==> config.mk <==
export PLATFORM = sky130hd
export DESIGN_NAME = ser_dac_bank
export DESIGN_NICKNAME = d
export VERILOG_FILES = /design/src/rtl/dacbank_pkg.sv /design/src/rtl/dacbank_sync.sv /design/src/rtl/dacbank_fall.sv /design/src/rtl/dacbank_shift.sv /design/src/rtl/dacbank_decode.sv /design/src/rtl/dacbank_chan.sv /design/src/rtl/ser_dac_bank.sv
export SDC_FILE = /design/constraint.sdc
export NUM_CORES = 1
export LEC_CHECK = 0
export ABC_CLOCK_PERIOD_IN_PS = 2700
export BUFFER_PORTS_ARGS = -buffer_cell sky130_fd_sc_hd__buf_2
export CORE_MARGIN = 8
export CORE_UTILIZATION = 38
export CTS_BUF_LIST = sky130_fd_sc_hd__clkbuf_4 sky130_fd_sc_hd__clkbuf_8
export CTS_CLUSTER_DIAMETER = 30
export CTS_CLUSTER_SIZE = 24
export DETAILED_ROUTE_END_ITERATION = 8
export SLEW_MARGIN = 20
export SYNTH_ARGS = -nofsm -noshare
export SYNTH_HDL_FRONTEND = slang
export SYNTH_HIERARCHICAL = 1
export SYNTH_SLANG_ARGS = --single-unit
==> constraint.sdc <==
create_clock -name clk -period 2.7 [get_ports clk]
set_clock_uncertainty 0.15 [all_clocks]
set_input_delay 0.135 -clock clk [delete_from_list [all_inputs] [get_ports clk]]
set_output_delay 0.135 -clock clk [all_outputs]
set_load 0.02 [all_outputs]
==> src/rtl/dacbank_pkg.sv <==
package dacbank_pkg;
   // frame geometry; positions are fixed by the serial format
   localparam int FRAME_W  = 32;
   localparam int CMD_LSB  = 24;
   localparam int CMD_W    = 4;
   localparam int ADR_LSB  = 20;
   localparam int ADR_W    = 4;
   localparam int DAT_MSB  = 19;
   localparam int DAT_MAXW = 12;
   localparam int MASK_W   = 8;
   // only the bits below the ignored top nibble are kept
   localparam int KEEP_W   = CMD_LSB + CMD_W;

   typedef enum logic [CMD_W-1:0] {
      CMD_WR_IN      = 4'b0000,
      CMD_WR_UPD_ALL = 4'b0011,
      CMD_LD_MASK    = 4'b0110
   } cmd_e;

   localparam logic [ADR_W-1:0] ADR_ALL = 4'hF;
endpackage

==> src/rtl/dacbank_sync.sv <==
module dacbank_sync #(
   parameter int   STAGES  = 2,
   parameter logic RST_VAL = 1'b1
) (
   input  logic clk,
   input  logic rst_n,
   input  logic d,
   output logic q
);
   logic [STAGES-1:0] chain;

   if (STAGES < 2) begin : g_bad_stages
      $error("dacbank_sync: STAGES must be at least 2");
   end

   always_ff @(posedge clk or negedge rst_n) begin
      if (!rst_n) chain <= {STAGES{RST_VAL}};
      else        chain <= {chain[STAGES-2:0], d};
   end

   assign q = chain[STAGES-1];
endmodule

==> src/rtl/dacbank_fall.sv <==
module dacbank_fall #(
   parameter logic RST_VAL = 1'b1,
   parameter bit   FALLING = 1'b1
) (
   input  logic clk,
   input  logic rst_n,
   input  logic lvl,
   output logic pulse
);
   logic lvl_d;

   always_ff @(posedge clk or negedge rst_n) begin
      if (!rst_n) lvl_d <= RST_VAL;
      else        lvl_d <= lvl;
   end

   if (FALLING) begin : g_fall
      assign pulse = lvl_d & ~lvl;
   end else begin : g_rise
      assign pulse = ~lvl_d & lvl;
   end
endmodule

==> src/rtl/dacbank_shift.sv <==
module dacbank_shift
   import dacbank_pkg::*;
(
   input  logic              clk,
   input  logic              rst_n,
   input  logic              sel,
   input  logic              bit_stb,
   input  logic              bit_val,
   output logic              frame_vld,
   output logic [KEEP_W-1:0] frame_word
);
   localparam int CNT_W = $clog2(FRAME_W + 1);

   logic [KEEP_W-1:0] shreg;
   logic [CNT_W-1:0]  cnt;
   logic [KEEP_W-1:0] shnext;

   assign shnext = {shreg[KEEP_W-2:0], bit_val};

   always_ff @(posedge clk or negedge rst_n) begin
      if (!rst_n) begin
         shreg      <= '0;
         cnt        <= '0;
         frame_vld  <= 1'b0;
         frame_word <= '0;
      end else begin
         frame_vld <= 1'b0;
         if (!sel) begin
            cnt <= '0;
         end else if (bit_stb && (cnt < CNT_W'(FRAME_W))) begin
            shreg <= shnext;
            cnt   <= cnt + 1'b1;
            if (cnt == CNT_W'(FRAME_W - 1)) begin
               frame_vld  <= 1'b1;
               frame_word <= shnext;
            end
         end
      end
   end
endmodule

==> src/rtl/dacbank_decode.sv <==
module dacbank_decode
   import dacbank_pkg::*;
#(
   parameter int CH_CNT = 8,
   parameter int DATA_W = 12
) (
   input  logic              frame_vld,
   input  logic [KEEP_W-1:0] frame_word,
   output logic [CH_CNT-1:0] wr_sel,
   output logic [DATA_W-1:0] wr_data,
   output logic              upd_all,
   output logic              mask_wr,
   output logic [CH_CNT-1:0] mask_data
);
   logic [CMD_W-1:0] cmd;
   logic [ADR_W-1:0] adr;
   logic             is_wr;

   assign cmd       = frame_word[CMD_LSB +: CMD_W];
   assign adr       = frame_word[ADR_LSB +: ADR_W];
   assign wr_data   = frame_word[DAT_MSB -: DATA_W];
   assign mask_data = frame_word[CH_CNT-1:0];

   assign is_wr   = frame_vld && ((cmd == CMD_WR_IN) || (cmd == CMD_WR_UPD_ALL));
   assign upd_all = frame_vld && (cmd == CMD_WR_UPD_ALL);
   assign mask_wr = frame_vld && (cmd == CMD_LD_MASK);

   for (genvar ch = 0; ch < CH_CNT; ch++) begin : g_sel
      assign wr_sel[ch] = is_wr && ((adr == ADR_W'(ch)) || (adr == ADR_ALL));
   end
endmodule

==> src/rtl/dacbank_chan.sv <==
module dacbank_chan #(
   parameter int DATA_W = 12
) (
   input  logic              clk,
   input  logic              rst_n,
   input  logic              wr,
   input  logic [DATA_W-1:0] wr_data,
   input  logic              upd_on_wr,
   input  logic              upd_all,
   input  logic              upd_pin,
   output logic [DATA_W-1:0] in_val,
   output logic [DATA_W-1:0] dac_val
);
   logic [DATA_W-1:0] in_next;
   logic              load;

   // a same-cycle write is forwarded so an update never takes a stale value
   assign in_next = wr ? wr_data : in_val;
   assign load    = (wr && upd_on_wr) || upd_all || upd_pin;

   always_ff @(posedge clk or negedge rst_n) begin
      if (!rst_n) begin
         in_val  <= '0;
         dac_val <= '0;
      end else begin
         in_val <= in_next;
         if (load) dac_val <= in_next;
      end
   end
endmodule

==> src/rtl/ser_dac_bank.sv <==
module ser_dac_bank
   import dacbank_pkg::*;
#(
   parameter int CH_CNT      = 8,
   parameter int DATA_W      = 12,
   parameter int SYNC_STAGES = 2
) (
   input  logic                     clk,
   input  logic                     rst_n,
   input  logic                     sclk,
   input  logic                     sync_n,
   input  logic                     sdin,
   input  logic                     ldac_n,
   output logic [CH_CNT*DATA_W-1:0] dac_out
);
   if (CH_CNT < 1 || CH_CNT > MASK_W) begin : g_bad_ch
      $error("ser_dac_bank: CH_CNT out of range");
   end
   if (DATA_W < 1 || DATA_W > DAT_MAXW) begin : g_bad_dw
      $error("ser_dac_bank: DATA_W out of range");
   end
   if (SYNC_STAGES < 2) begin : g_bad_sync
      $error("ser_dac_bank: SYNC_STAGES below 2");
   end

   logic sclk_q, sclk_fall, sync_q, sdin_q, ldac_q, ld_pulse;
   logic              frame_vld;
   logic [KEEP_W-1:0] frame_word;
   logic [CH_CNT-1:0] wr_sel, mask_data, mask;
   logic [DATA_W-1:0] wr_data;
   logic              upd_all, mask_wr;
   logic [CH_CNT*DATA_W-1:0] in_flat;

   dacbank_sync #(.STAGES(SYNC_STAGES), .RST_VAL(1'b1)) u_sync_sclk (
      .clk(clk), .rst_n(rst_n), .d(sclk), .q(sclk_q));
   dacbank_sync #(.STAGES(SYNC_STAGES), .RST_VAL(1'b1)) u_sync_sel (
      .clk(clk), .rst_n(rst_n), .d(sync_n), .q(sync_q));
   dacbank_sync #(.STAGES(SYNC_STAGES), .RST_VAL(1'b0)) u_sync_sdin (
      .clk(clk), .rst_n(rst_n), .d(sdin), .q(sdin_q));
   dacbank_sync #(.STAGES(SYNC_STAGES), .RST_VAL(1'b1)) u_sync_ldac (
      .clk(clk), .rst_n(rst_n), .d(ldac_n), .q(ldac_q));

   dacbank_fall #(.RST_VAL(1'b1), .FALLING(1'b1)) u_fall_sclk (
      .clk(clk), .rst_n(rst_n), .lvl(sclk_q), .pulse(sclk_fall));
   dacbank_fall #(.RST_VAL(1'b1), .FALLING(1'b1)) u_fall_ldac (
      .clk(clk), .rst_n(rst_n), .lvl(ldac_q), .pulse(ld_pulse));

   dacbank_shift u_shift (
      .clk(clk), .rst_n(rst_n), .sel(~sync_q), .bit_stb(sclk_fall),
      .bit_val(sdin_q), .frame_vld(frame_vld), .frame_word(frame_word));

   dacbank_decode #(.CH_CNT(CH_CNT), .DATA_W(DATA_W)) u_dec (
      .frame_vld(frame_vld), .frame_word(frame_word), .wr_sel(wr_sel),
      .wr_data(wr_data), .upd_all(upd_all), .mask_wr(mask_wr),
      .mask_data(mask_data));

   always_ff @(posedge clk or negedge rst_n) begin
      if (!rst_n)       mask <= '0;
      else if (mask_wr) mask <= mask_data;
   end

   for (genvar ch = 0; ch < CH_CNT; ch++) begin : g_ch
      dacbank_chan #(.DATA_W(DATA_W)) u_chan (
         .clk(clk), .rst_n(rst_n),
         .wr(wr_sel[ch]), .wr_data(wr_data),
         .upd_on_wr(mask[ch] | ~ldac_q),
         .upd_all(upd_all),
         .upd_pin(ld_pulse & ~mask[ch]),
         .in_val(in_flat[ch*DATA_W +: DATA_W]),
         .dac_val(dac_out[ch*DATA_W +: DATA_W]));
   end
endmodule

==> impl_metrics.env <==
export IMPL_layoutNonFillerInstCount=1231
export IMPL_drc_errors=0
export IMPL_routed_via_density=4.60
export IMPL_maxClockFrequency_mhz=390
export IMPL_grt_max_degree=80
export IMPL_crit_chain="or3b_2 -> a211oi_2 -> buf_4 -> mux2_4 -> mux2_2"
export IMPL_min_period_ns=2.56
export IMPL_synth_common_cells="264 x dfrtp_1, 158 x mux2_2, 88 x mux2_4"
export IMPL_multi_input_area_um2=3870
export IMPL_pre_cts_ws_ns=-0.0412
export IMPL_cp_start_kind="register"
export IMPL_synth_ff_type="dfrtp_1"
export IMPL_routed_wl_um=22800
export IMPL_io_pins=102
export IMPL_setup_slack_ns=0.139
export IMPL_core_um2=28600
export IMPL_area_growth_pct=22.7
export IMPL_drv_cap=0
export IMPL_ys_seq_elements=272
export IMPL_drv_slew=0
export IMPL_path_class="reg2reg"
export IMPL_postSynthAreaPerCell_um2=16.9
export IMPL_clk_transition_reported_paths_ns=0.06
export IMPL_clock_latency_ns=0.58
export IMPL_io_buffers=101
export IMPL_ys_seq_area_frac=0.620
export IMPL_n_fill_cell=2472
export IMPL_critPathSlowestCell="or3b_2"
export IMPL_synth_cell_types=38
export IMPL_synth_edff_count=0
export IMPL_drt_initial_drc_count=251
export IMPL_run_status="finished, violations left"
export IMPL_crit_family="simple AND/OR/NAND/NOR gates"
export IMPL_crit_path_max_fanout=9
export IMPL_grt_antenna_before_repair=0
export IMPL_synth_top_area_frac=0.601
export IMPL_power_density_nw_per_um2=721
export IMPL_dpl_hpwl_um=14500
export IMPL_gp_congestion=0.719
export IMPL_hold_path_class="in2async"
export IMPL_syn_area_um2=11000
export IMPL_synth_nets=656
export IMPL_p_leak_nw=6.92
export IMPL_endpoint_kind="register"
export IMPL_antenna_left=0
export IMPL_first_global_vias=6135
export IMPL_yosys_warnings=6
export IMPL_fin_crit_sh=0.949
export IMPL_cts_root_buf="clkbuf_8"
export IMPL_yosysMostFrequentCell="dfrtp_1"
export IMPL_die_w_um=186
export IMPL_cts_buffer_depth=3
export IMPL_violations="hold timing"
export IMPL_grtUsageTotal=0.134
export IMPL_layout_core_utilization=0.471
export IMPL_vias=5663
export IMPL_rsz0062_at_grt="false"
export IMPL_cp_data_required_time_ns=2.99
export IMPL_die_y_um=186
export IMPL_nets=804
export IMPL_ff_latch_area_um2=6820
export IMPL_row_count=62
export IMPL_cts_max_level=2
export IMPL_worst_hold_slack_ns=-0.0196
export IMPL_crit_path_max_incr_delay_ns=0.60
export IMPL_grt_overflow_total=0
export IMPL_setup_violations=0
export IMPL_worst_slew_pin_slew_ns=1.09
export IMPL_cts_inserted_buffers=59
export IMPL_yosys_top_cells_area="dfrtp_1 60%, mux2_2 16%, mux2_4 12%, buf_4 2.0%, dfstp_2 1.9%"
export IMPL_arrival_ns=2.85
export IMPL_cts_sinks=272
export IMPL_initial_core_util=0.384
export IMPL_synthArstFlopShare=1.00
export IMPL_die_area_um2=34600
export IMPL_first_pass_iters=4
export IMPL_postSynthCellCount=649
export IMPL_grt_pass1_wl_um=36100
export IMPL_hold_viol=5
export IMPL_place_inst=1112
export IMPL_cp_num_buf_inv=1
export IMPL_wl_per_cell_um=18.5
export IMPL_relSlewSlack=0.274
export IMPL_synth_top_area_cell="dfrtp_1"
export IMPL_drive_gt1_frac=0.606
export IMPL_antenna_cells=0
export IMPL_tritoncts="yes"
export IMPL_irDropWorstVdd_mv=0.344
[path summary, 6_finish.rpt]
path	slack, ns	endpoint	depth (start not counted)	from
worst max-delay path	0.14	g_ch[0].u_chan/dac_val[0]$_DFFE_PN0P_	5	u_shift/frame_word[27]$_DFFE_PN0P_
worst min-delay path	-0.02	g_ch[0].u_chan/dac_val[9]$_DFFE_PN0P_	2	rst_n
worst max register to register	0.14	g_ch[0].u_chan/dac_val[0]$_DFFE_PN0P_	5	u_shift/frame_word[27]$_DFFE_PN0P_
worst min register to register	0.20	u_sync_sdin/chain[1]$_DFF_PN0_	0	u_sync_sdin/chain[0]$_DFF_PN0_
max in group asynchronous	1.48	g_ch[0].u_chan/dac_val[10]$_DFFE_PN0P_	3	rst_n
min in group clk	0.04	u_sync_sclk/chain[0]$_DFF_PN1_	2	sclk
[report_power, final]
group / switching [mW] / total, mW / internal (mW) / leakage [nW]
clock: 1.97 / 5.28 / 3.31 / 0.725
combinational: 0.143 / 0.250 / 0.106 / 2.44
sequential: 0.0437 / 4.19 / 4.15 / 3.76
[through the flow]
step	area, µm²	hold slack [ns]	TNS, ns	total power, mW
detailed placement	11900	0.0248	-1.33	4.51
floorplan	11000	-0.311	0	4.38
global placement	11900	0.0190	0	4.51
CTS	13500	0.000965	0	9.88
global route	13500	0.0224	0	10.1
finish	13500	-0.0196	0	9.73
[routing by layer]
metal,vias to the layer above,global-route usage,share of wire
li1,2601,-,-
met1,2922,0.171,0.44
met2,103,0.224,0.50
met3,37,0.0285,0.041
met4,0,0.0464,0.018
met5,-,0,0
[cell usage in the layout, fill, tap and decap left out, types with 3 or more instances in the layout]
cell type,synthesis,layout
dfstp_2,8,8
nand3_1,4,4
clkinv_2,0,10
buf_12,0,7
clkinv_4,0,7
nand2b_1,9,9
nand2_1,3,3
mux2_2,158,158
mux2_1,9,9
clkbuf_8,0,64
xor2_1,4,4
or3_1,3,3
dfrtp_1,264,264
nor2b_1,9,9
bufinv_16,0,10
dlygate4sd3_1,0,8
inv_6,0,6
buf_4,29,17
a211oi_4,0,3
mux2_4,88,88
clkbuf_4,0,6
a211oi_2,8,8
clkinvlp_4,0,8
buf_2,2,100
[cell families after synthesis]
group | count (synthesis) | share of synthesized area
muxes | 256 | 0.292
AOI/OAI and AO/OA | 17 | 0.0157
xor gates and xnor gates | 6 | 0.00478
adders and majority gates | 1 | 0.00114
and+or+nand+nor | 49 | 0.0292
buffers and inverters | 48 | 0.0371
DFF | 272 | 0.620
[flip-flops by register name, indices dropped and copies added, names as in the netlist, 2 cells and up]
| register | count |
|---|---|
| g_ch.u_chan/dac_val | 96 |
| g_ch.u_chan/in_val | 96 |
| mask | 8 |
| u_shift/cnt | 6 |
| u_shift/frame_word | 28 |
| u_shift/shreg | 27 |
| u_sync_ldac/chain | 2 |
| u_sync_sclk/chain | 2 |
| u_sync_sdin/chain | 2 |
| u_sync_sel/chain | 2 |
[area by class of cell]
| cell class | instances | area share |
|---|---|---|
| inverters | 2 | 0.000556 |
| clock inverters | 41 | 0.0389 |
| flip-flops and latches | 272 | 0.505 |
| clock buffers | 70 | 0.0686 |
| repair buffers | 133 | 0.0640 |
| multi-input cells | 329 | 0.287 |
| well taps | 384 | 0.0356 |
[what timing repair did]
item / in CTS / in global routing
pin swaps: 0 / 0
buffers inserted: 0 / 0
endpoints found under the setup margin: 96 / 17
endpoints found under the hold margin: 269 / 0
resized for setup: 1 / 3
hold buffers: 8 / 0
(Power assumes the default switching activity.)
